## src/rtl/tcb_pkg.sv

```systemverilog
package tcb_pkg;
  typedef enum logic [1:0] {
    ST_COLLECT = 2'd0,
    ST_REQ     = 2'd1,
    ST_DRAIN   = 2'd2,
    ST_FIN     = 2'd3
  } tcb_state_e;
endpackage

```

## src/rtl/tcb_tag_cam.sv

```systemverilog
// Line-tag store with parallel match and an indexed read for the drain.
module tcb_tag_cam #(
  parameter int ADDR_W = 16,
  parameter int DEPTH  = 8,
  parameter int CNT_W  = 4,
  parameter int IDX_W  = 3
) (
  input  logic              clk,
  input  logic [ADDR_W-1:0] lookup_addr,
  input  logic [CNT_W-1:0]  fill,
  input  logic              wr_new,
  input  logic [IDX_W-1:0]  wr_idx,
  input  logic [IDX_W-1:0]  rd_idx,
  output logic              hit,
  output logic [IDX_W-1:0]  hit_idx,
  output logic [ADDR_W-1:0] rd_tag
);
  logic [ADDR_W-1:0] tags [DEPTH];
  logic [DEPTH-1:0]  match;

  always_ff @(posedge clk) begin
    if (wr_new) tags[wr_idx] <= lookup_addr;
  end

  for (genvar i = 0; i < DEPTH; i++) begin : g_match
    localparam logic [CNT_W-1:0] SLOT = CNT_W'(i);
    assign match[i] = (SLOT < fill) && (tags[i] == lookup_addr);
  end

  always_comb begin
    hit_idx = '0;
    for (int i = DEPTH - 1; i >= 0; i--) begin
      if (match[i]) hit_idx = IDX_W'(i);
    end
  end

  assign hit    = |match;
  assign rd_tag = tags[rd_idx];
endmodule

```

## src/rtl/tcb_data_ram.sv

```systemverilog
// Simple dual-port store data memory, registered read.
module tcb_data_ram #(
  parameter int DATA_W = 32,
  parameter int DEPTH  = 8,
  parameter int IDX_W  = 3
) (
  input  logic              clk,
  input  logic              we,
  input  logic [IDX_W-1:0]  waddr,
  input  logic [DATA_W-1:0] wdata,
  input  logic [IDX_W-1:0]  raddr,
  output logic [DATA_W-1:0] rdata
);
  logic [DATA_W-1:0] mem [DEPTH];

  always_ff @(posedge clk) begin
    if (we) mem[waddr] <= wdata;
    rdata <= mem[raddr];
  end
endmodule

```

## src/rtl/tcb_sequencer.sv

```systemverilog
// Collect / request / drain control and the registered packet framing.
module tcb_sequencer
  import tcb_pkg::*;
#(
  parameter int ADDR_W = 16,
  parameter int DEPTH  = 8,
  parameter int CNT_W  = 4,
  parameter int IDX_W  = 3
) (
  input  logic              clk,
  input  logic              rst,
  input  logic              st_valid,
  input  logic              txn_end,
  input  logic              with_data,
  input  logic              abort,
  input  logic              grant,
  input  logic              hit,
  input  logic [IDX_W-1:0]  hit_idx,
  input  logic [ADDR_W-1:0] rd_tag,
  output logic [CNT_W-1:0]  fill,
  output logic              wr_en,
  output logic              wr_new,
  output logic [IDX_W-1:0]  wr_idx,
  output logic [IDX_W-1:0]  rd_idx,
  output logic              req,
  output logic              pkt_valid,
  output logic              pkt_sop,
  output logic              pkt_eop,
  output logic [ADDR_W-1:0] pkt_addr,
  output logic              mode_q,
  output logic              overflow
);
  tcb_state_e state;
  logic full, take, refuse, last_beat;

  assign full      = (fill == CNT_W'(DEPTH));
  assign take      = st_valid && (state == ST_COLLECT) && !abort;
  assign wr_en     = take && (hit || !full);
  assign wr_new    = take && !hit && !full;
  assign refuse    = take && !hit && full;
  assign wr_idx    = hit ? hit_idx : fill[IDX_W-1:0];
  assign last_beat = (CNT_W'(rd_idx) == (fill - CNT_W'(1)));

  always_ff @(posedge clk) begin
    if (rst) begin
      state     <= ST_COLLECT;
      fill      <= '0;
      req       <= 1'b0;
      overflow  <= 1'b0;
      mode_q    <= 1'b0;
      rd_idx    <= '0;
      pkt_valid <= 1'b0;
      pkt_sop   <= 1'b0;
      pkt_eop   <= 1'b0;
      pkt_addr  <= '0;
    end else begin
      case (state)
        ST_COLLECT: begin
          if (abort) begin
            fill     <= '0;
            overflow <= 1'b0;
          end else begin
            if (wr_new) fill <= fill + CNT_W'(1);
            if (refuse) overflow <= 1'b1;
            if (txn_end && ((fill != '0) || wr_new)) begin
              state  <= ST_REQ;
              req    <= 1'b1;
              mode_q <= with_data;
            end
          end
        end
        ST_REQ: begin
          if (abort) begin
            state    <= ST_COLLECT;
            req      <= 1'b0;
            fill     <= '0;
            overflow <= 1'b0;
          end else if (grant) begin
            state  <= ST_DRAIN;
            rd_idx <= '0;
          end
        end
        ST_DRAIN: begin
          pkt_valid <= 1'b1;
          pkt_sop   <= (rd_idx == '0);
          pkt_eop   <= last_beat;
          pkt_addr  <= rd_tag;
          rd_idx    <= rd_idx + IDX_W'(1);
          if (last_beat) state <= ST_FIN;
        end
        default: begin
          pkt_valid <= 1'b0;
          pkt_sop   <= 1'b0;
          pkt_eop   <= 1'b0;
          req       <= 1'b0;
          fill      <= '0;
          overflow  <= 1'b0;
          state     <= ST_COLLECT;
        end
      endcase
    end
  end
endmodule

```

## src/rtl/txn_commit_buffer.sv

```systemverilog
module txn_commit_buffer #(
  parameter int ADDR_W = 16,
  parameter int DATA_W = 32,
  parameter int DEPTH  = 8
) (
  input  logic              clk,
  input  logic              rst,
  input  logic              st_valid,
  input  logic [ADDR_W-1:0] st_addr,
  input  logic [DATA_W-1:0] st_data,
  input  logic              txn_end,
  input  logic              with_data,
  input  logic              abort,
  input  logic              grant,
  output logic              req,
  output logic              pkt_valid,
  output logic              pkt_sop,
  output logic              pkt_eop,
  output logic [ADDR_W-1:0] pkt_addr,
  output logic [DATA_W-1:0] pkt_data,
  output logic              overflow
);
  localparam int CNT_W = $clog2(DEPTH + 1);
  localparam int IDX_W = $clog2(DEPTH);

  logic [CNT_W-1:0]  fill;
  logic              hit, wr_en, wr_new, mode_q;
  logic [IDX_W-1:0]  hit_idx, wr_idx, rd_idx;
  logic [ADDR_W-1:0] rd_tag;
  logic [DATA_W-1:0] ram_q;

  tcb_tag_cam #(.ADDR_W(ADDR_W), .DEPTH(DEPTH), .CNT_W(CNT_W), .IDX_W(IDX_W)) u_cam (
    .clk(clk), .lookup_addr(st_addr), .fill(fill), .wr_new(wr_new),
    .wr_idx(wr_idx), .rd_idx(rd_idx), .hit(hit), .hit_idx(hit_idx), .rd_tag(rd_tag)
  );

  tcb_data_ram #(.DATA_W(DATA_W), .DEPTH(DEPTH), .IDX_W(IDX_W)) u_ram (
    .clk(clk), .we(wr_en), .waddr(wr_idx), .wdata(st_data),
    .raddr(rd_idx), .rdata(ram_q)
  );

  tcb_sequencer #(.ADDR_W(ADDR_W), .DEPTH(DEPTH), .CNT_W(CNT_W), .IDX_W(IDX_W)) u_seq (
    .clk(clk), .rst(rst), .st_valid(st_valid), .txn_end(txn_end),
    .with_data(with_data), .abort(abort), .grant(grant), .hit(hit),
    .hit_idx(hit_idx), .rd_tag(rd_tag), .fill(fill), .wr_en(wr_en),
    .wr_new(wr_new), .wr_idx(wr_idx), .rd_idx(rd_idx), .req(req),
    .pkt_valid(pkt_valid), .pkt_sop(pkt_sop), .pkt_eop(pkt_eop),
    .pkt_addr(pkt_addr), .mode_q(mode_q), .overflow(overflow)
  );

  assign pkt_data = (pkt_valid && mode_q) ? ram_q : '0;
endmodule

```

## config.mk

```make
export PLATFORM = sky130hd
export DESIGN_NAME = txn_commit_buffer
export DESIGN_NICKNAME = d
export VERILOG_FILES = /design/src/rtl/tcb_pkg.sv /design/src/rtl/tcb_tag_cam.sv /design/src/rtl/tcb_data_ram.sv /design/src/rtl/tcb_sequencer.sv /design/src/rtl/txn_commit_buffer.sv
export SDC_FILE = /design/constraint.sdc
export NUM_CORES = 1
export LEC_CHECK = 0
export BUFFER_PORTS_ARGS = -buffer_cell sky130_fd_sc_hd__buf_4
export CORE_MARGIN = 4
export CORE_UTILIZATION = 50
export CTS_BUF_LIST = sky130_fd_sc_hd__clkbuf_8 sky130_fd_sc_hd__clkbuf_16
export DETAILED_ROUTE_END_ITERATION = 10
export PLACE_DENSITY = 0.72
export RECOVER_POWER = 25
export SYNTH_ARGS = -nofsm -noshare
export SYNTH_HDL_FRONTEND = slang
export SYNTH_SLANG_ARGS = --single-unit
```

## constraint.sdc

```tcl
create_clock -name clk -period 4.2 [get_ports clk]
set_input_delay 0 -clock clk [delete_from_list [all_inputs] [get_ports clk]]
set_output_delay 0 -clock clk [all_outputs]
set_load 0.05 [all_outputs]
```

==> results.cfg <==
[pwr]
p_int_mw = 7.27
share_clk_of_total_power_pct = 42.2
cellLeakagePower_nw = 7.22
powerDensity_nw_per_um2 = 419
switchingPower_mw = 1.91
irDropWorstVdd_v = 0.000308
seq_power_share_pct = 53.3
swShare_pct = 20.8
combPwrFrac_pct = 4.5

[routing]
drt_pre_antenna_iters = 5
detail-route-antenna-nets = 0
wl_um = 41400
vias_per_cell = 5.79
drt_first_iter_violations = 995
drc_viols = 0
routed-via-count = 10000
wire_length_per_cell_after_detailed_routing_um = 24.0

[global_routing]
grt_start_max_net_pins = 41
number_of_global_route_vias_before_repair = 10100
grt.overflow.total = 0
global_route_wire_length_before_repair_um = 63600
grt_use_total_pct = 20.4
grt_antenna_before_repair = 0

[critical_path]
worst-setup-path-type = flop to flop
r2r-start = u_seq.fill[0]
timing.critical_path.fanout_max = 32
path_cells = inv_1 > ha_1 > nor2b_1 > o21ai_0 > nand3b_1 > nand4b_1 > o211a_1 > a21oi_2 > or3b_2 > nor2_4 > buf_4
regToRegSetupSlack_ns = 0.48
critical_path.reg2reg.endpoint = u_ram.mem[6][18]
cp_data_arrival_time_ns = 3.91
cp-end-kind = flop
library_cell_contributing_the_largest_single_delay_on_the_critical_path = sky130_fd_sc_hd__dfxtp_1
worst_setup_path_start_kind = flop
worst-endpoint-required_ns = 4.39
reg2regPathDepth = 11
max_stage_delay_ns = 0.57

[final_layout]
most-common-layout-cells = sky130_fd_sc_hd__edfxtp_1, sky130_fd_sc_hd__buf_4, sky130_fd_sc_hd__mux4_2, sky130_fd_sc_hd__xnor2_1, sky130_fd_sc_hd__dfxtp_1
final_layout_size_suffix_gt1_share_pct = 25.6
final_core_utilization_pct = 59.9
nNetsFinal = 1286
antenna-diode-count = 0
layout_commonest_cell = sky130_fd_sc_hd__edfxtp_1
layout_area_overhead_pct = 18.3

[die]
fp.dieW_um = 200
die_area_um2 = 40200
fp-row-count = 70
start_util_pct = 50.6
die-height_um = 200
num_io_pins = 108
placeableCoreArea_um2 = 36600

[worst_hold_path]
holdCritPathClass = input port to flop
worst_hold_startpoint = st_data[29]
min_delay_path_depth = 2
min_to = u_ram.mem[3][29]

[sta]
fin_setup_tns_ns = 0
setup-violations-final = 0
final_critical_path_setup_slack_ns = 0.480
grt_setup_unrepaired = false
relSlewSlack_pct = 42.1
worst_clock_skew_ns = 0.0275
post-route-min-period_ns = 3.72
final.period_utilization_pct = 88.6
report.final.hold_viol_count = 0
fmax_mhz = 269
final-max-slew-violation-count = 0
max_slew.worst_pin.slew_ns = 0.868

[synthesis]
postSynthNetCount = 1104
synthTopCellsByArea = sky130_fd_sc_hd__edfxtp_1, sky130_fd_sc_hd__mux4_2, sky130_fd_sc_hd__dfxtp_1, sky130_fd_sc_hd__xnor2_1, sky130_fd_sc_hd__xor2_1
yosys_register_bits = 447
synth_top_area_cell = sky130_fd_sc_hd__edfxtp_1
syn_area_per_cell_um2 = 17.8
synth.yosys.warnings = 0
synth-edff-count = 384
synth.top_cell.area_share_pct = 62.2
ys_dominant_reg_cell = sky130_fd_sc_hd__edfxtp_1
netlist-cell-type-count = 57
synthesis.instances = 1043
synth.cell_area_um2 = 18500
postSynth.asyncResetShare_pct = 0
synth-seq-area-share_pct = 69.0

[placed_design]
dpl.hpwl_um = 26000
place.gp.congestion = 0.968
port_buffers = 107
pre_cts_slack_ns = 0.572

[clock_network]
clock_sink_count = 447
clock_buffer_count_from_cts = 46
path_clk_slew_ns = 0.06
cts_tree = done
clockRootBuffer = sky130_fd_sc_hd__clkbuf_16
htree_num_levels = 2
max-clock-path-buffers = 3
clkLatencyLatePin_ns = 0.57

[job]
max-cap-violations = 0

[status]
status = finished clean
## metrics by stage
| step | hold WS (ns) | instances | area [um^2] | power [mW] |
|---|---|---|---|---|
| after floorplan | 0.0989 | 1043 | 18500 | 5.20 |
| after global placement | 0.233 | 1587 | 20000 | 5.36 |
| after detailed placement | 0.239 | 1587 | 20000 | 5.37 |
| after CTS | 0.187 | 1729 | 22000 | 9.28 |
| after global routing | 0.282 | 1729 | 21900 | 9.51 |
| final | 0.290 | 1729 | 21900 | 9.18 |
## cell usage after synthesis (5+ instances only)
master and n:
sky130_fd_sc_hd__edfxtp_1 384, sky130_fd_sc_hd__nor3_1 14, sky130_fd_sc_hd__nor2_1 45, sky130_fd_sc_hd__mux4_2 96, sky130_fd_sc_hd__mux2i_1 22, sky130_fd_sc_hd__nand2b_1 5, sky130_fd_sc_hd__nor4_1 14, sky130_fd_sc_hd__inv_1 5
sky130_fd_sc_hd__clkbuf_1 26, sky130_fd_sc_hd__dfxtp_1 63, sky130_fd_sc_hd__o21ai_0 7, sky130_fd_sc_hd__nand3_1 9, sky130_fd_sc_hd__and3_1 33, sky130_fd_sc_hd__a211oi_1 17, sky130_fd_sc_hd__nand2_1 16, sky130_fd_sc_hd__a21oi_1 8
sky130_fd_sc_hd__buf_2 12, sky130_fd_sc_hd__xor2_1 59, sky130_fd_sc_hd__buf_1 16, sky130_fd_sc_hd__ha_1 6, sky130_fd_sc_hd__xnor2_1 73, sky130_fd_sc_hd__mux2_2 33, sky130_fd_sc_hd__nand4_1 19
## sequential cells by signal, indices dropped and copies added, names as in the netlist, 2 cells and up
name / count
u_cam.tags: 128
u_ram.mem: 256
u_ram.rdata: 32
u_seq.fill: 4
u_seq.pkt_addr: 16
u_seq.rd_idx: 3
u_seq.state: 2
## worst max-delay path: cells and delay by family, from the launching register on
family | cells | cell delay [ns]
flip-flops | 1 | 0.57
AND/OR/NAND/NOR | 5 | 1.27
AO/OA/AOI/OAI | 3 | 0.61
buffers and inverters | 2 | 0.60
adder cells (fa/ha/maj) | 1 | 0.27
## metal layers
metal  routed length [um]  up-vias  part of all wire, %  global-route usage (%)
met5                    0        -                    0                       0
met4                  797        0                  1.9                    4.94
met3                 2790       59                  6.7                    3.96
met2                19500      340                   47                    31.5
met1                18300     5148                   44                    30.6
li1                     -     4468                    -                       -
## area by class of cell
cell class	count	area, um^2
fill	2677	14700
sequential	447	12800
multi-input combinational	529	5480
timing repair buffer	196	1570
clock buffer	55	1270
tap	468	586
clock inverter	29	191
inverter	5	18.8
## how the worst max path moves through the flow
stage / end / startpoint / cells after the start
4_1_cts: u_ram.mem[6][6] / u_seq.fill[0] / 11
3_3_place_gp: u_ram.mem[6][17] / u_seq.fill[0] / 11
5_1_grt: u_cam.tags[3][8] / u_seq.fill[0] / 10
3_5_place_dp: u_ram.mem[6][13] / u_seq.fill[0] / 11
2_1_floorplan: u_ram.mem[7][0] / u_cam.tags[3][12] / 8
6_report: u_ram.mem[6][18] / u_seq.fill[0] / 11
## power groups by stage
stage	Clock, mW	Sequential, mW	Combinational, mW
after floorplan	0	4.99	0.204
after CTS	3.96	4.90	0.428
after global placement	0	4.99	0.376
after global routing	4.16	4.90	0.448
after detailed placement	0	4.99	0.380
final	3.87	4.90	0.415
## kinds of logic after synthesis
| logic type | share of synthesized area, % |
|---|---|
| DFF | 69.0 |
| and+or+nand+nor | 5.71 |
| muxes | 14.9 |
| xor gates and xnor gates | 6.33 |
| buffers and inverters | 1.68 |
| AOI/OAI and AO/OA | 1.88 |
| adders and majority gates | 0.405 |
## what timing repair did
action / in CTS / in global routing
setup buffers: 0 / 0
hold buffers: 58 / 0
endpoints found under the hold margin: 414 / 0
resized for setup: 0 / 0
No activity file was read; power rests on OpenSTA's default activity.
